$ cat src/rtl/pag_pkg.sv
package pag_pkg;

    // Control-word geometry shared by the register file and the decoder.
    localparam int CTRL_W    = 32;
    localparam int NUM_CTRL  = 3;
    localparam int SEL_REG_W = $clog2(NUM_CTRL);
    localparam int SEL_BIT_W = $clog2(CTRL_W);

    // Word indices of the register port (byte offset / 4); decoders depend on them.
    localparam int W_AVAIL = 16;
    localparam int W_DIS   = 32;
    localparam int W_ROM   = 256;
    localparam int W_FLASH = 257;
    localparam int W_RAM   = 260;

    typedef enum logic [2:0] {
        CS_NONE,
        CS_AVAIL,
        CS_DIS,
        CS_ROM,
        CS_FLASH,
        CS_RAM
    } cfg_sel_e;

    typedef struct packed {
        logic valid;
        logic fault;
    } rsp_state_t;

endpackage

$ cat src/rtl/pag_regfile.sv
module pag_regfile
    import pag_pkg::*;
#(
    parameter int          CFG_AW      = 12,
    parameter logic [31:0] ROM_FIELD   = 32'd32,
    parameter logic [31:0] FLASH_FIELD = 32'd17,
    parameter logic [31:0] RAM_FIELD   = 32'd64
) (
    input  logic                              clk,
    input  logic                              rst_n,
    input  logic                              cfg_valid,
    input  logic                              cfg_write,
    input  logic [CFG_AW-1:0]                 cfg_addr,
    input  logic [CTRL_W-1:0]                 cfg_wdata,
    input  logic [NUM_CTRL-1:0][CTRL_W-1:0]   avail,
    output logic [NUM_CTRL-1:0][CTRL_W-1:0]   dis,
    output logic                              cfg_rvalid,
    output logic [CTRL_W-1:0]                 cfg_rdata
);

    localparam int WORD_W = CFG_AW - 2;
    localparam logic [WORD_W-1:0] AV_LO  = WORD_W'(W_AVAIL);
    localparam logic [WORD_W-1:0] AV_HI  = WORD_W'(W_AVAIL + NUM_CTRL);
    localparam logic [WORD_W-1:0] DIS_LO = WORD_W'(W_DIS);
    localparam logic [WORD_W-1:0] DIS_HI = WORD_W'(W_DIS + NUM_CTRL);
    localparam logic [WORD_W-1:0] ROM_W  = WORD_W'(W_ROM);
    localparam logic [WORD_W-1:0] FL_W   = WORD_W'(W_FLASH);
    localparam logic [WORD_W-1:0] RAM_W  = WORD_W'(W_RAM);

    typedef struct packed {
        logic [NUM_CTRL-1:0][CTRL_W-1:0] dis;
        logic [CTRL_W-1:0]               rdata;
        logic                            rvalid;
    } rf_state_t;

    rf_state_t         st_d, st_q;
    cfg_sel_e          sel;
    logic [WORD_W-1:0] word;
    logic [SEL_REG_W-1:0] idx;

    // Offset classification
    always_comb begin
        word = cfg_addr[CFG_AW-1:2];
        sel  = CS_NONE;
        idx  = '0;
        if (cfg_addr[1:0] == 2'b00) begin
            if (word >= AV_LO && word < AV_HI) begin
                sel = CS_AVAIL;
                idx = SEL_REG_W'(word - AV_LO);
            end else if (word >= DIS_LO && word < DIS_HI) begin
                sel = CS_DIS;
                idx = SEL_REG_W'(word - DIS_LO);
            end else if (word == ROM_W) begin
                sel = CS_ROM;
            end else if (word == FL_W) begin
                sel = CS_FLASH;
            end else if (word == RAM_W) begin
                sel = CS_RAM;
            end
        end
    end

    // Next-state computation
    always_comb begin
        st_d        = st_q;
        st_d.rvalid = cfg_valid && !cfg_write;
        st_d.rdata  = '0;
        if (cfg_valid && cfg_write && sel == CS_DIS) begin
            st_d.dis[idx] = cfg_wdata;
        end
        if (cfg_valid && !cfg_write) begin
            unique case (sel)
                CS_AVAIL: st_d.rdata = avail[idx];
                CS_DIS:   st_d.rdata = st_q.dis[idx];
                CS_ROM:   st_d.rdata = ROM_FIELD;
                CS_FLASH: st_d.rdata = FLASH_FIELD;
                CS_RAM:   st_d.rdata = RAM_FIELD;
                default:  st_d.rdata = '0;
            endcase
        end
    end

    always_ff @(posedge clk or negedge rst_n) begin
        if (!rst_n) begin
            st_q <= '0;
        end else begin
            st_q <= st_d;
        end
    end

    assign dis        = st_q.dis;
    assign cfg_rvalid = st_q.rvalid;
    assign cfg_rdata  = st_q.rdata;

endmodule

$ cat src/rtl/pag_decode.sv
module pag_decode
    import pag_pkg::*;
#(
    parameter int NUM_REGIONS = 8,
    parameter int ADDR_W      = 32,
    parameter logic [NUM_REGIONS-1:0][ADDR_W-1:0]    REGION_BASE = '0,
    parameter logic [NUM_REGIONS-1:0][ADDR_W-1:0]    REGION_SIZE = '0,
    parameter logic [NUM_REGIONS-1:0][SEL_REG_W-1:0] REGION_REG  = '0,
    parameter logic [NUM_REGIONS-1:0][SEL_BIT_W-1:0] REGION_BIT  = '0
) (
    input  logic [ADDR_W-1:0]                 addr,
    input  logic [NUM_CTRL-1:0][CTRL_W-1:0]   dis,
    input  logic [NUM_CTRL-1:0][CTRL_W-1:0]   avail,
    output logic                              allow
);

    localparam int IDX_W = (NUM_REGIONS > 1) ? $clog2(NUM_REGIONS) : 1;

    logic [NUM_REGIONS-1:0] hit;
    logic                   any_hit;
    logic [IDX_W-1:0]       win;
    logic [SEL_REG_W-1:0]   wreg;
    logic [SEL_BIT_W-1:0]   wbit;

    // One window comparator per region
    for (genvar g = 0; g < NUM_REGIONS; g++) begin : g_win
        logic [ADDR_W-1:0] off;
        assign off    = addr - REGION_BASE[g];
        assign hit[g] = off < REGION_SIZE[g];
    end

    // Lowest-numbered matching region wins
    always_comb begin
        any_hit = 1'b0;
        win     = '0;
        for (int i = NUM_REGIONS - 1; i >= 0; i--) begin
            if (hit[i]) begin
                any_hit = 1'b1;
                win     = IDX_W'(i);
            end
        end
    end

    always_comb begin
        wreg  = REGION_REG[win];
        wbit  = REGION_BIT[win];
        allow = any_hit && avail[wreg][wbit] && !dis[wreg][wbit];
    end

endmodule

$ cat src/rtl/pag_resp.sv
module pag_resp
    import pag_pkg::*;
#(
    parameter int DATA_W = 32
) (
    input  logic              clk,
    input  logic              rst_n,
    input  logic              req,
    input  logic              allow,
    input  logic [DATA_W-1:0] dn_rdata,
    output logic              rsp_valid,
    output logic              rsp_fault,
    output logic [DATA_W-1:0] rsp_rdata
);

    rsp_state_t st_d, st_q;

    always_comb begin
        st_d       = st_q;
        st_d.valid = req;
        st_d.fault = req && !allow;
    end

    always_ff @(posedge clk or negedge rst_n) begin
        if (!rst_n) begin
            st_q <= '0;
        end else begin
            st_q <= st_d;
        end
    end

    assign rsp_valid = st_q.valid;
    assign rsp_fault = st_q.fault;
    assign rsp_rdata = (st_q.valid && !st_q.fault) ? dn_rdata : '0;

endmodule

$ cat src/rtl/pag_top.sv
module pag_top
    import pag_pkg::*;
#(
    parameter int CFG_AW      = 12,
    parameter int ADDR_W      = 32,
    parameter int DATA_W      = 32,
    parameter int NUM_REGIONS = 8,
    parameter logic [NUM_REGIONS-1:0][ADDR_W-1:0] REGION_BASE = {
        32'h4005_0000, 32'h4004_0000, 32'h4003_0000, 32'h4002_0000,
        32'h4001_0200, 32'h4001_0100, 32'h4001_0000, 32'h4000_0000},
    parameter logic [NUM_REGIONS-1:0][ADDR_W-1:0] REGION_SIZE = {
        32'h100, 32'h100, 32'h400, 32'h200,
        32'h100, 32'h100, 32'h100, 32'h1000},
    parameter logic [NUM_REGIONS-1:0][SEL_REG_W-1:0] REGION_REG = {
        2'd0, 2'd2, 2'd2, 2'd1, 2'd1, 2'd1, 2'd1, 2'd0},
    parameter logic [NUM_REGIONS-1:0][SEL_BIT_W-1:0] REGION_BIT = {
        5'd22, 5'd12, 5'd0, 5'd0, 5'd10, 5'd9, 5'd9, 5'd2},
    parameter logic [NUM_REGIONS-1:0] REGION_PRESENT = 8'b1011_1111,
    parameter int ROM_BYTES = 8192,
    parameter int FLASH_KB  = 64,
    parameter int RAM_BYTES = 16384
) (
    input  logic              clk,
    input  logic              rst_n,
    input  logic              cfg_valid,
    input  logic              cfg_write,
    input  logic [CFG_AW-1:0] cfg_addr,
    input  logic [31:0]       cfg_wdata,
    output logic              cfg_rvalid,
    output logic [31:0]       cfg_rdata,
    input  logic              acc_valid,
    input  logic              acc_write,
    input  logic [ADDR_W-1:0] acc_addr,
    input  logic [DATA_W-1:0] acc_wdata,
    output logic              rsp_valid,
    output logic              rsp_fault,
    output logic [DATA_W-1:0] rsp_rdata,
    output logic              dn_valid,
    output logic              dn_write,
    output logic [ADDR_W-1:0] dn_addr,
    output logic [DATA_W-1:0] dn_wdata,
    input  logic [DATA_W-1:0] dn_rdata
);

    localparam logic [31:0] ROM_FIELD   = 32'(ROM_BYTES / 256);
    localparam logic [31:0] FLASH_FIELD = 32'(FLASH_KB / 4 + 1);
    localparam logic [31:0] RAM_FIELD   = 32'(RAM_BYTES / 256);

    logic [NUM_CTRL-1:0][CTRL_W-1:0] avail_w;
    logic [NUM_CTRL-1:0][CTRL_W-1:0] dis_w;
    logic                            allow;

    // Presence words follow from the region map
    always_comb begin
        avail_w = '0;
        for (int i = 0; i < NUM_REGIONS; i++) begin
            if (REGION_PRESENT[i]) begin
                avail_w[REGION_REG[i]][REGION_BIT[i]] = 1'b1;
            end
        end
    end

    pag_regfile #(
        .CFG_AW      (CFG_AW),
        .ROM_FIELD   (ROM_FIELD),
        .FLASH_FIELD (FLASH_FIELD),
        .RAM_FIELD   (RAM_FIELD)
    ) i_regfile (
        .clk        (clk),
        .rst_n      (rst_n),
        .cfg_valid  (cfg_valid),
        .cfg_write  (cfg_write),
        .cfg_addr   (cfg_addr),
        .cfg_wdata  (cfg_wdata),
        .avail      (avail_w),
        .dis        (dis_w),
        .cfg_rvalid (cfg_rvalid),
        .cfg_rdata  (cfg_rdata)
    );

    pag_decode #(
        .NUM_REGIONS (NUM_REGIONS),
        .ADDR_W      (ADDR_W),
        .REGION_BASE (REGION_BASE),
        .REGION_SIZE (REGION_SIZE),
        .REGION_REG  (REGION_REG),
        .REGION_BIT  (REGION_BIT)
    ) i_decode (
        .addr  (acc_addr),
        .dis   (dis_w),
        .avail (avail_w),
        .allow (allow)
    );

    pag_resp #(
        .DATA_W (DATA_W)
    ) i_resp (
        .clk       (clk),
        .rst_n     (rst_n),
        .req       (acc_valid),
        .allow     (allow),
        .dn_rdata  (dn_rdata),
        .rsp_valid (rsp_valid),
        .rsp_fault (rsp_fault),
        .rsp_rdata (rsp_rdata)
    );

    assign dn_valid = acc_valid && allow;
    assign dn_write = acc_write && allow;
    assign dn_addr  = acc_addr;
    assign dn_wdata = acc_wdata;

endmodule

$ cat config.mk
export PLATFORM = sky130hd
export DESIGN_NAME = pag_top
export DESIGN_NICKNAME = d
export VERILOG_FILES = /design/src/rtl/pag_pkg.sv /design/src/rtl/pag_regfile.sv /design/src/rtl/pag_decode.sv /design/src/rtl/pag_resp.sv /design/src/rtl/pag_top.sv
export SDC_FILE = /design/constraint.sdc
export NUM_CORES = 1
export LEC_CHECK = 0
export BUFFER_PORTS_ARGS = -buffer_cell sky130_fd_sc_hd__buf_2
export CORE_MARGIN = 4
export CORE_UTILIZATION = 47
export CTS_CLUSTER_DIAMETER = 40
export DETAILED_ROUTE_END_ITERATION = 6
export GPL_TIMING_DRIVEN = 0
export HOLD_SLACK_MARGIN = 0.02
export PLACE_DENSITY = 0.77
export SLEW_MARGIN = 20
export SYNTH_ARGS = -nofsm -noshare
export SYNTH_HDL_FRONTEND = slang
export SYNTH_SLANG_ARGS = --single-unit
$ cat constraint.sdc
create_clock -name clk -period 5 [get_ports clk]
set_input_delay 0.5 -clock clk [delete_from_list [all_inputs] [get_ports clk]]
set_output_delay 0.5 -clock clk [all_outputs]
set_load 0.005 [all_outputs]
==> run summary <==
Post-synth EDFFs -> 0
Clk network pwr share -> 0.482
sw power -> 0.000695 W
syn_area_per_cell -> 9.22 um2
max-cap violation count -> 0
CP top delay family -> simple AND/OR/NAND/NOR gates
CP Cell Sequence -> buf_4, clkbuf_16, inv_8, ha_4, clkbuf_8, or4b_4, o32a_1, nor4_4, nand3_2, nor4_4, nor3_2, ha_1, clkbuf_8, clkbuf_16, nand2_2, ha_1, nor4b_1, nor4bb_1, a31oi_1, a211oi_2, a22oi_2, buf_6, nor2b_2, buf_2
Cell Pwr Density -> 240 nW/um2
Total GRT Usage -> 0.300
vias in the first global route -> 8733
DRC errors left -> 0
cell area after synthesis -> 8860 um2
drt initial violations -> 803
dpl ws -> -1.39 ns
fmax -> 178 MHz
CTS tree -> yes
gr ovfl total -> 0
worst slew pin tran -> 0.957 ns
RSZ-0062 raised after global routing -> yes
maximum buffer depth of the clock tree -> 2
sw frac -> 0.252
nets@finish -> 1389
Critical-path top delay cell -> or4b_4
Die ar. -> 21100 um2
synthesized instance count -> 961
row cnt -> 49
Reg power frac -> 0.386
final core utilization -> 0.628
pin count of the biggest net entering global routing -> 103
initial antenna violation count -> 8
flops & latches, synth -> 131
I/O Pins -> 279
Die W -> 145 um
most used flip-flop cell after synthesis -> dfrtp_1
critical path data arrival time -> 5.11 ns
clk_lat worst skew -> 0.42 ns
GPL Wtd Cong -> 0.965
DR WL/cell -> 22.2 um
drt via density -> 5.99
Final Max Tran Viols -> 0
via count -> 8844
failing checks -> setup timing
outcome -> finished, violations left
slowest cell delay on critical path -> 0.51 ns
H-tree depth -> 4
Num Clock Sinks -> 131
CP required -> 4.50 ns
ys async rst share -> 1.00
Layout area overhead -> 29.4%
die height -> 145 um
Core ar. -> 18300 um2
max-slew headroom at the worst pin -> 0.354
final setup vio count -> 2
Synth warnings -> 0
register area share after synthesis -> 0.370
CP Max Fanout -> 10
combinational fraction of design power -> 0.132
Hold Crit Class -> in2reg
Lkg Pwr -> 5.49 nW
clock skew -> 0.00903 ns
Crit Path Class -> in2out
First-pass DRT Iterations -> 6
Syn Nets -> 1119
Initial Utilization -> 0.485
P_int -> 0.00206 W
CP Capture Type -> output pin
global-route wire length before repair -> 50.7 mm
fraction of final layout cells sized beyond drive strength 1 -> 0.419
Worst-path clk slew -> 0.06 ns
placed wire-length estimate -> 24.7 mm
clock tree root buffer cell -> clkbuf_16
minimum period implied by the final worst setup slack -> 5.61 ns
Distinct cells, synth -> 82
IO Port Bufs -> 235
peak supply drop -> 224 uV
final period utilization -> 1.12
CP bufs+invs -> 8
Startpoint Class -> input pin
post-detailed-routing wire length -> 32.8 mm
ANT nets after route -> 0
CTS Buf Count -> 17
PnR worst setup slack -> -0.610 ns
Fin. Hold Viols -> 0
==> logic make-up after synthesis <==
| logic type | count (synthesis) | synth area share |
|---|---|---|
| compound gates | 150 | 0.127 |
| xor+xnor | 23 | 0.0227 |
| fa+ha+maj | 13 | 0.0182 |
| buf+inv | 147 | 0.0920 |
| flops | 131 | 0.370 |
| mux | 113 | 0.142 |
| simple gates | 384 | 0.229 |
==> worst paths after layout <==
| check | from | endpoint | slack (ns) | cells past startpoint |
|---|---|---|---|---|
| hold / removal | acc_valid | i_resp.rsp_valid | 0.29 | 1 |
| setup reg to reg | i_regfile.dis[78] | i_resp.rsp_fault | 3.04 | 10 |
| max in group asynchronous | rst_n | i_regfile.dis[41] | 3.71 | 3 |
| hold reg to reg | i_regfile.dis[5] | i_regfile.dis[5] | 0.51 | 1 |
| setup / recovery | acc_addr[17] | dn_write | -0.61 | 24 |
| min in group asynchronous | rst_n | i_regfile.cfg_rdata[17] | 0.54 | 2 |
==> cells in the final DEF (no fill, tap or decap), drive strengths merged, types with 14 or more instances in the layout <==
cell type and n:
a21oi 20, a311oi 30, and2 41, buf 337, clkbuf 60, dfrtp 131, inv 24, mux2 99
mux2i 14, nand2 102, nand3 20, nand4 17, nor2 77, nor3 24, nor4 24, o21ai 22
xnor2 17
==> power by group through the flow <==
stage          logic [W]  registers (W)  clock network (W)
6_report        0.000364        0.00107            0.00133
3_5_place_dp    0.000339        0.00108                  0
3_3_place_gp    0.000336        0.00108                  0
5_1_grt         0.000390        0.00107            0.00138
4_1_cts         0.000359        0.00107            0.00134
2_1_floorplan   0.000169        0.00108                  0
==> sequential cells by signal, summed over array words and instances (netlist names) <==
register	count
i_regfile.cfg_rvalid	1
i_resp.rsp_valid	1
i_regfile.cfg_rdata	32
i_resp.rsp_fault	1
i_regfile.dis	96
==> Yosys cell counts, types with 5 or more instances <==
library cell	number	area, um2
inv_1	19	71.3
a31oi_1	7	43.8
a2111oi_0	5	43.8
and3_1	5	31.3
xnor2_1	17	149
nor3_1	23	115
nor4_1	20	125
a311oi_1	30	263
nor2_1	77	289
o21ai_0	20	100
nand2b_1	9	56.3
nand4_1	16	100
o2111ai_1	6	52.6
or3_1	12	75.1
a21oi_1	20	100
xor2_1	6	52.6
buf_4	64	480
mux2i_1	14	140
clkbuf_1	43	161
dfrtp_1	131	3280
and2_1	41	257
nand3_1	19	95.1
buf_1	12	45.0
buf_2	6	30.0
o211ai_1	8	60.1
ha_1	12	150
mux2_2	98	1100
nand2_1	102	383
o21a_1	6	45.0
or2_2	7	43.8
o31ai_1	9	67.6
nor2b_1	12	75.1
or4_1	11	82.6
==> repair_timing <==
action | in CTS | in global routing
endpoints found under the setup margin | 3 | 3
hold buffers | 1 | 0
buffers inserted | 13 | 4
resized for setup | 45 | 6
endpoints found under the hold margin | 29 | 0
pin swaps | 17 | 5
==> area by class of cell <==
class	count	area (um2)
antenna	4	10.0
buffer	125	810
clock buffer	19	433
clock inverter	13	199
fill	1521	6800
inverter	19	83.8
multi-input combinational	683	5020
sequential	131	3280
tap	229	287
timing repair buffer	254	1360
==> stage by stage <==
stage / setup TNS, ns / total power [W] / instances / hold slack, ns / area [um2]
after floorplan: -0.0301 / 0.00125 / 961 / 0.204 / 8960
after global placement: -3.24 / 0.00142 / 1425 / 0.486 / 10400
after detailed placement: -3.38 / 0.00142 / 1426 / 0.367 / 10500
after CTS: -0.816 / 0.00276 / 1470 / 0.295 / 11400
after global routing: -1.46 / 0.00284 / 1476 / 0.287 / 11500
final: -1.21 / 0.00276 / 1477 / 0.292 / 11500
==> routing by layer <==
metal	track usage	share of wire	up-vias
met2	0.518	0.49	487
met1	0.374	0.39	4315
li1	-	-	3966
met5	0	0.00073	-
met3	0.0558	0.082	72
met4	0.116	0.031	4
(Power assumes the default switching activity.)
